==> config.mk <==
export PLATFORM = sky130hd
export DESIGN_NAME = polar_node_classifier
export DESIGN_NICKNAME = d
export VERILOG_FILES = /design/src/rtl/polar_cls_pkg.sv /design/src/rtl/polar_walk_ctrl.sv /design/src/rtl/polar_type_table.sv /design/src/rtl/polar_node_rule.sv /design/src/rtl/polar_node_classifier.sv
export SDC_FILE = /design/constraint.sdc
export NUM_CORES = 1
export LEC_CHECK = 0
export ABC_AREA = 0
export BUFFER_PORTS_ARGS = -buffer_cell sky130_fd_sc_hd__buf_2
export CAP_MARGIN = 5
export CORE_ASPECT_RATIO = 2
export CORE_UTILIZATION = 30
export CTS_BUF_LIST = sky130_fd_sc_hd__clkbuf_8
export DETAILED_ROUTE_END_ITERATION = 8
export GPL_TIMING_DRIVEN = 0
export PLACE_DENSITY = 0.51
export SYNTH_ARGS = -nofsm -noshare
export SYNTH_HDL_FRONTEND = slang
export SYNTH_HIERARCHICAL = 1
export SYNTH_SLANG_ARGS = --single-unit
==> constraint.sdc <==
create_clock -name clk_i -period 5.9 [get_ports clk_i]
set_input_delay 0.885 -clock clk_i [delete_from_list [all_inputs] [get_ports clk_i]]
set_output_delay 0.885 -clock clk_i [all_outputs]
set_load 0.01 [all_outputs]
==> src/rtl/polar_cls_pkg.sv <==
package polar_cls_pkg;

  typedef enum logic [2:0] {
    NT_NONE = 3'd0,
    NT_ZERO = 3'd1,
    NT_ONE  = 3'd2,
    NT_MIX  = 3'd3,
    NT_REP2 = 3'd4,
    NT_SPC  = 3'd5,
    NT_REP  = 3'd6
  } node_t;

  // label of a parent from its two child labels; bottom = first level above leaves
  function automatic node_t merge_kids(input node_t l, input node_t r, input logic bottom);
    if (l == NT_ZERO && r == NT_ZERO) return NT_ZERO;
    if (l == NT_ONE && r == NT_ONE) return NT_ONE;
    if (bottom && l == NT_ZERO && r == NT_ONE) return NT_REP2;
    if ((l == NT_REP2 || l == NT_SPC) && r == NT_ONE) return NT_SPC;
    if (l == NT_ZERO && (r == NT_REP2 || r == NT_REP)) return NT_REP;
    return NT_MIX;
  endfunction

endpackage

==> src/rtl/polar_walk_ctrl.sv <==
module polar_walk_ctrl #(
  parameter int M = 5,
  localparam int IW = M + 1,
  localparam int DW = $clog2(M + 1) + 1
) (
  input  logic          clk_i,
  input  logic          rst_ni,
  input  logic          start_i,
  output logic          busy_o,
  output logic          done_o,
  output logic          load_o,
  output logic          wr_en_o,
  output logic          bottom_o,
  output logic [IW-1:0] wr_idx_o
);
  localparam int N = 1 << M;

  logic          busy_q, done_q;
  logic [DW-1:0] depth_q;
  logic [M-1:0]  pos_q;
  logic [M-1:0]  lvl_last;
  logic [IW-1:0] lvl_base;
  logic [IW-1:0] cyc_q;

  assign lvl_last = M'((1 << depth_q) - 1);
  assign lvl_base = IW'((1 << depth_q) - 1);
  assign wr_idx_o = lvl_base + IW'(pos_q);
  assign load_o   = start_i && !busy_q;
  assign wr_en_o  = busy_q;
  assign bottom_o = (depth_q == DW'(M - 1));
  assign busy_o   = busy_q;
  assign done_o   = done_q;

  always_ff @(posedge clk_i or negedge rst_ni) begin
    if (!rst_ni) begin
      busy_q  <= 1'b0;
      done_q  <= 1'b0;
      depth_q <= '0;
      pos_q   <= '0;
      cyc_q   <= '0;
    end else if (load_o) begin
      busy_q  <= 1'b1;
      done_q  <= 1'b0;
      depth_q <= DW'(M - 1);
      pos_q   <= '0;
      cyc_q   <= '0;
    end else if (busy_q) begin
      cyc_q <= cyc_q + 1'b1;
      if (pos_q == lvl_last) begin
        pos_q <= '0;
        if (depth_q == '0) begin
          busy_q <= 1'b0;
          done_q <= 1'b1;
        end else begin
          depth_q <= depth_q - 1'b1;
        end
      end else begin
        pos_q <= pos_q + 1'b1;
      end
    end
  end

  AST_WALK_LEN: assert property (@(posedge clk_i) disable iff (!rst_ni)
    $fell(busy_q) |-> (cyc_q == IW'(N - 1)));

  AST_START_IGNORED: assert property (@(posedge clk_i) disable iff (!rst_ni)
    (busy_q && start_i) |=> !(depth_q == DW'(M - 1) && pos_q == '0));

  AST_DONE_HOLD: assert property (@(posedge clk_i) disable iff (!rst_ni)
    (done_q && !start_i) |=> done_q);

endmodule

==> src/rtl/polar_type_table.sv <==
module polar_type_table
  import polar_cls_pkg::*;
#(
  parameter int M = 5,
  localparam int N = 1 << M,
  localparam int IW = M + 1
) (
  input  logic          clk_i,
  input  logic          rst_ni,
  input  logic          load_i,
  input  logic [N-1:0]  mask_i,
  input  logic          wr_en_i,
  input  logic [IW-1:0] wr_idx_i,
  input  node_t         wr_type_i,
  output node_t         kid_l_o,
  output node_t         kid_r_o,
  input  logic          rd_ok_i,
  input  logic [IW-1:0] rd_idx_i,
  output node_t         rd_type_o
);
  localparam int ENT = 2 * N - 1;

  node_t         mem [ENT];
  logic [IW-1:0] kl_idx, kr_idx;

  assign kl_idx    = {wr_idx_i[IW-2:0], 1'b1};
  assign kr_idx    = kl_idx + 1'b1;
  assign kid_l_o   = mem[kl_idx];
  assign kid_r_o   = mem[kr_idx];
  assign rd_type_o = rd_ok_i ? mem[rd_idx_i] : NT_NONE;

  always_ff @(posedge clk_i or negedge rst_ni) begin
    if (!rst_ni) begin
      for (int i = 0; i < ENT; i++) mem[i] <= NT_NONE;
    end else if (load_i) begin
      for (int i = 0; i < N - 1; i++) mem[i] <= NT_NONE;
      for (int j = 0; j < N; j++) mem[N - 1 + j] <= mask_i[j] ? NT_ZERO : NT_ONE;
    end else if (wr_en_i) begin
      mem[wr_idx_i] <= wr_type_i;
    end
  end

  AST_LEAF_CODE: assert property (@(posedge clk_i) disable iff (!rst_ni)
    load_i |=> (mem[N-1] == NT_ZERO || mem[N-1] == NT_ONE));

endmodule

==> src/rtl/polar_node_rule.sv <==
module polar_node_rule
  import polar_cls_pkg::*;
(
  input  node_t kid_l_i,
  input  node_t kid_r_i,
  input  logic  bottom_i,
  output node_t type_o
);
  assign type_o = merge_kids(kid_l_i, kid_r_i, bottom_i);
endmodule

==> src/rtl/polar_node_classifier.sv <==
module polar_node_classifier
  import polar_cls_pkg::*;
#(
  parameter int M = 5,
  localparam int N = 1 << M,
  localparam int IW = M + 1,
  localparam int DW = $clog2(M + 1) + 1
) (
  input  logic          clk_i,
  input  logic          rst_ni,
  input  logic          start_i,
  input  logic [N-1:0]  mask_i,
  input  logic [DW-1:0] rd_depth_i,
  input  logic [M-1:0]  rd_pos_i,
  output logic          busy_o,
  output logic          done_o,
  output logic [2:0]    rd_type_o
);
  logic          load, wr_en, bottom, rd_ok;
  logic [IW-1:0] wr_idx, rd_idx;
  node_t         kid_l, kid_r, wr_type, rd_type;

  always_comb begin
    rd_ok  = 1'b0;
    rd_idx = '0;
    if (int'(rd_depth_i) <= M && int'(rd_pos_i) < (1 << rd_depth_i)) begin
      rd_ok  = 1'b1;
      rd_idx = IW'((1 << rd_depth_i) - 1 + int'(rd_pos_i));
    end
  end

  assign rd_type_o = rd_type;

  polar_walk_ctrl #(.M(M)) u_ctrl (
    .clk_i    (clk_i),
    .rst_ni   (rst_ni),
    .start_i  (start_i),
    .busy_o   (busy_o),
    .done_o   (done_o),
    .load_o   (load),
    .wr_en_o  (wr_en),
    .bottom_o (bottom),
    .wr_idx_o (wr_idx)
  );

  polar_type_table #(.M(M)) u_table (
    .clk_i     (clk_i),
    .rst_ni    (rst_ni),
    .load_i    (load),
    .mask_i    (mask_i),
    .wr_en_i   (wr_en),
    .wr_idx_i  (wr_idx),
    .wr_type_i (wr_type),
    .kid_l_o   (kid_l),
    .kid_r_o   (kid_r),
    .rd_ok_i   (rd_ok),
    .rd_idx_i  (rd_idx),
    .rd_type_o (rd_type)
  );

  polar_node_rule u_rule (
    .kid_l_i  (kid_l),
    .kid_r_i  (kid_r),
    .bottom_i (bottom),
    .type_o   (wr_type)
  );

  AST_BUSY_DONE_EXCL: assert property (@(posedge clk_i) disable iff (!rst_ni)
    !(busy_o && done_o));

  // children must already be labelled when the parent is written
  AST_KIDS_READY: assert property (@(posedge clk_i) disable iff (!rst_ni)
    wr_en |-> (kid_l != NT_NONE && kid_r != NT_NONE));

  AST_REP2_BOTTOM: assert property (@(posedge clk_i) disable iff (!rst_ni)
    (wr_en && wr_type == NT_REP2) |-> bottom);

endmodule

# Yosys cells after proc, flatten, opt, wreduce, memory -nomap -nowiden
# Cells that the tools add are included.
# op_classes
n_addsub	7
order_cmp	7
eq_ne	11
shifts	2
mux	89
bitwise	4
n_reduce_logical	18
# op_table
cell	count
$mux W189	2
$bwmux W189	1
$mux W2	32
$bmux W3 S6	3
$mux W3	18
$lt A6 B32 Y1	1
$shl A1 B4 Y32 const A	1
$ge A7 B7 Y1 const B	4
$not A6 Y7	4
$mux W1	24
$demux W3 S6	1
$mux W4	4
$mux W5	3
$eq A3 B3 Y1 const B	4
$sub A6 B2 Y6 const B	2
$logic_and A1 B1 Y1	9
$lt A7 B1 Y1 const B	1
$add A6 B1 Y6 const B	1
$add A6 B5 Y6	1
$add A6 B6 Y6	1
$eq A3 B1 Y1 const B	2
$eq A3 B2 Y1 const B	2
$mux W6	1
$reduce_and A3 Y1	2
other kinds (11)	14
# word_totals
regBits	200
in_bits	44
out_inout_bits	5
word_cells	205

# Logic depth before layout (Yosys ltp)
# logic_depth
ltp_word	29
depth_mapped	23
depth_no_buf	20

# Hierarchy
# Netlist, hierarchy kept.
# modules_own_cells
mod	n_inst	cells_per_inst	area_each_um2	seq_area_each_um2
polar_type_table	1	1176	11685.0	4729.5
polar_walk_ctrl	1	107	934.6	275.3
polar_node_classifier	1	63	475.5	0.0
polar_node_rule	1	14	106.4	0.0

# Worst setup path after synthesis
# Ideal clock, no wire load.
# synth_path
kind	flip-flop to flip-flop
startpoint	register u_ctrl.depth_q[0]
endpoint	register u_table/mem[178] in the netlist's numbering
setup_time_ps	78
arrival_ps	5158
required_ps	5822
path_slack_ps	664
path_stages_with_launch	20
n_path_buf	4
period_less_slack_ps	5236
path_cell_list	dfrtp_1 inv_1 ha_1 nor3b_1 inv_1 ha_1 inv_1 fa_1 ha_1 buf_6 buf_4 mux4_2 mux4_2 mux2_2 nor4bb_1 o21ai_1 clkbuf_1 clkbuf_1 nand3_1 a21oi_1
# synth_via
elab_chain_len	24
word_cells_on_any_way	62
classes_between	add/sub: 3; order compare: 2; eq/ne: 9; shift: 1; mux: 35; bitwise: 3; reduce/logical: 9
# synth_rtl
item	line_no	source
start, declared	polar_walk_ctrl.sv:19	logic [DW-1:0] depth_q;
start signal, assigned	polar_walk_ctrl.sv:44	depth_q <= DW'(M - 1);
start signal, assigned	polar_walk_ctrl.sv:55	depth_q <= depth_q - 1'b1;
$shl A1 B4 Y6 (*)	polar_walk_ctrl.sv:26	assign lvl_base = IW'((1 << depth_q) - 1);
$sub A6 B2 Y6 (*)	n/a	
$add A6 B5 Y6 (*)	polar_walk_ctrl.sv:27	assign wr_idx_o = lvl_base + IW'(pos_q);
via wr_idx[1]	polar_node_classifier.sv:20	logic [IW-1:0] wr_idx, rd_idx;
$add A6 B1 Y6 (*)	polar_type_table.sv:27	assign kr_idx = kl_idx + 1'b1;
$not A6 Y7 (implied by the code) (*)	polar_type_table.sv:29	assign kid_r_o = mem[kr_idx];
$bmux W3 S6 (*)	polar_type_table.sv:29	
$mux W3 (implied by the code) (*) (2 in series)	polar_type_table.sv:29	
via kid_r[0]	polar_node_classifier.sv:21	node_t kid_l, kid_r, wr_type, rd_type;
[9 not listed]	n/a	
$mux W3	polar_cls_pkg.sv:19	if (l == NT_ZERO && (r == NT_REP2 || r == NT_REP)) return NT_REP;
$mux W3	polar_cls_pkg.sv:18	if ((l == NT_REP2 || l == NT_SPC) && r == NT_ONE) return NT_SPC;
$mux W3	polar_cls_pkg.sv:17	if (bottom && l == NT_ZERO && r == NT_ONE) return NT_REP2;
$mux W3 (*)	polar_cls_pkg.sv:16	if (l == NT_ONE && r == NT_ONE) return NT_ONE;
via wr_type[1]	polar_node_classifier.sv:21	
$bwmux W189 (*)	polar_type_table.sv:39	mem[wr_idx_i] <= wr_type_i;
$mux W189 (*)	polar_type_table.sv:38	end else if (wr_en_i) begin
$mux W189 (*)	polar_type_table.sv:35	end else if (load_i) begin
end signal, assigned by index	polar_type_table.sv:39	
end, declared	polar_type_table.sv:23	node_t mem [ENT];
# Mark *: on every way through the listed nets, which the timed path passes. The rest lies on a longest branch. The select of a mux whose other input is x is not followed.
# A chain may end at the register's enable or synchronous reset.

# Final worst setup path
# layout_path
startpoint	register u_ctrl.depth_q[0]
endpoint	register u_table/mem[184] in the netlist's numbering
# The elaborated chain is that of the path after synthesis.

==> key figures <==
Critical path
  – Worst Setup Start Kind: flop
  – Req. time, crit path: 6.35 ns
  – WP data arrival: 6.25 ns
  – Worst reg2reg setup slack: 0.1 ns
  – Setup Crit Path Kind: reg -> reg
  – RR Endpoint: u_table/mem[184]
  – Reg2Reg Depth: 19
  – Worst setup EP type: flop
  – Worst r2r src: u_ctrl/depth_q[0]
  – Worst-path maximum fanout: 10
  – Worst setup path start: u_ctrl/depth_q[0]

Floorplanning
  – Row count: 108
  – Core Area: 0.0434 mm²
  – Initial core utilization: 0.304
  – Die Width: 150 µm
  – Die ar.: 0.0449 mm²
  – Die Span Y: 299 µm
  – I/O pin count: 49

STA
  – WHS: 0.371 ns
  – Final worst path period share: 0.983
  – Final setup fails: 0
  – Max Clock Skew: 0.0221 ns
  – Worst-Margin Slew: 1.26 ns
  – RSZ-0062 raised after global routing: no
  – Final hold vios: 0
  – Fin. max-slew vios: 0
  – Worst setup margin: 0.0990 ns
  – FMAX: 0.172 GHz
  – Max_slew headroom: 0.154
  – Clock period minus worst slack: 5.80 ns

Logic synthesis
  – Synth Instances: 1360
  – Top-count cell post-synth: nand2_1
  – Largest cells by area after synthesis: dfrtp_1, mux4_2, nand2_1, mux2i_1, a21oi_1
  – EDFF count, synth: 0
  – Yosys top cell area share: 0.379
  – Mapped cell area: 0.0132 mm²
  – Async set-or-reset flop fraction in the synthesized netlist: 1.00
  – Seq cells post-synth: 200
  – Top post-synthesis cells by count: nand2_1, dfrtp_1, a21oi_1
  – Register area share after synthesis: 0.379
  – Yosys warning total: 6
  – Syn_nets: 1434
  – Synth Area per Inst: 9.71 µm²
  – Most common flop cell mapped by yosys: dfrtp_1
  – Cell taking the most area after synthesis: dfrtp_1
  – Synth cell types: 70

Global route
  – Pin count of the biggest net entering global routing: 115
  – Vias in the first global route: 12296
  – Total track usage: 0.291
  – Initial antenna violation count: 1
  – First-pass GRT wire length: 89300 µm
  – GRT Residual Overflow: 0

Final layout
  – Layout cells sized above 1: 0.215
  – Area grow syn2layout: 12.4%
  – Final Net Count: 1507
  – Non-filler cells, final: 1996
  – Final core occ: 0.342

CTS
  – Reg clk slew, reported paths: 0.10 ns
  – TritonCTS buffer count: 17
  – Clock Tree Root: clkbuf_8
  – Clock Latency Late Sink: 0.54 ns
  – CTS tree: done
  – H-tree lvl count: 4
  – CTS sink cnt: 200
  – # hold bufs at CTS: 0
  – Clock Tree Buf Depth: 2

Route
  – Initial DRC count: 817
  – Vias per Instance: 5.95
  – Post-route ant nets: 0
  – Remaining DRCs: 0
  – Total Wirelength: 62700 µm
  – Pre-antenna DRT Iters: 5
  – Vias: 11878
  – DR WL/cell: 31.4 µm

Placed design
  – Hpwl dp: 47800 µm
  – Inst Count DP: 1960
  – PortBufs: 48
  – GP Congestion: 1.03
  – Worst setup slack after placement: -2.42 ns

Hold path
  – Hold Path Class: in -> async

Run
  – Maxcap violations: 0

Outcome
  – Status: finished, final reports clean
-- sequential cells by signal (all words and copies together) (netlist names) --
signal          flops
u_ctrl/pos_q        5
u_ctrl/depth_q      4
u_ctrl/busy_o       1
u_ctrl/done_o       1
u_table/mem       189
-- kinds of logic (layout without fill, tap and decap cells) --
| kind of cell | after synthesis | after routing | synth area share |
|---|---|---|---|
| buffers and inverters | 142 | 227 | 0.0464 |
| other | 0 | 1 | 0 |
| and+or+nand+nor | 468 | 468 | 0.162 |
| DFF | 200 | 200 | 0.379 |
| adders and majority gates | 31 | 31 | 0.0303 |
| muxes | 202 | 202 | 0.234 |
| xor gates and xnor gates | 18 | 18 | 0.0119 |
| AOI/OAI and AO/OA | 299 | 299 | 0.136 |
-- cells in the final DEF, fill, tap and decap left out, types with 3 or more instances in the layout --
cell type and n:
a221oi_1 5, xnor2_1 7, mux2_2 48, nor2_1 58, xor2_1 10, nor3_1 9
nand3b_1 7, o21ai_0 74, a221o_1 5, clkbuf_4 15, o211ai_1 6, a22oi_1 8
dfrtp_1 200, a211oi_1 7, nand2_1 221, buf_6 5, a21oi_1 124, clkbuf_1 43
nand3_1 114, or2_2 3, a22o_1 4, nand2b_1 7, ha_1 27, a31oi_1 4
buf_1 5, mux2i_1 73, buf_2 74, buf_4 18, clkbuf_8 22, clkinv_4 3
mux4_2 81, nor3b_1 6, inv_1 26, nor2b_1 15, and3b_1 4, clkbuf_2 5
o21a_1 32, nor2_4 3
-- area by class of cell --
type | count | area, µm²
Fill cell | 4530 | 28500
Multi-Input combinational cell | 1018 | 7680
Sequential cell | 200 | 5000
Tap cell | 550 | 688
Buffer | 116 | 654
Timing Repair Buffer | 54 | 335
Clock buffer | 22 | 303
Inverter | 26 | 98.8
Clock inverter | 9 | 67.6
Antenna cell | 1 | 2.50
-- stage by stage --
| stage | instance area [µm²] | TNS [ns] |
|---|---|---|
| final | 14800 | 0 |
| after global placement | 14100 | -319.89 |
| after CTS | 14700 | 0 |
| after detailed placement | 14200 | -331.85 |
| after floorplan | 13200 | 0 |
| after global routing | 14800 | 0 |
-- per-layer routing --
metal	vias to the layer above	wire [µm]	GRT usage
met5	-	0	0
li1	5080	-	-
met1	5963	20000	0.280
met4	0	6940	0.268
met3	256	2720	0.0424
met2	579	33000	0.521
-- worst max path at each step --
stage	end	slack (ns)	cells past startpoint
after floorplan	u_table/mem[178]	0.66	19
after global placement	u_table/mem[172]	-2.39	21
after detailed placement	u_table/mem[187]	-2.42	21
final	u_table/mem[184]	0.1	19
after CTS	rd_type_o[1]	0.02	16
after global routing	u_table/mem[173]	0.0002	19
-- critical path: stages (launching register included) --
cell and delay, ns:
dfrtp_1 0.45, inv_1 0.17, ha_2 0.26, nor3b_4 0.24, inv_1 0.11, ha_1 0.28
inv_1 0.11, fa_2 0.52, ha_1 0.32, buf_6 0.17, buf_8 0.23, mux4_2 0.62
mux4_2 0.50, mux2_2 0.34, nor4bb_4 0.19, o21ai_4 0.35, clkbuf_16 0.27, clkbuf_4 0.28
nand3_1 0.10, a21oi_1 0.16
-- repair_timing --
item | CTS | global route
setup buffers | 1 | 2
pin swaps | 1 | 5
gates resized for setup | 60 | 41
setup endpoints to repair | 192 | 189
Power is not shown: default switching activity piles up to over one toggle a cycle in this logic, so the estimate is an artifact.
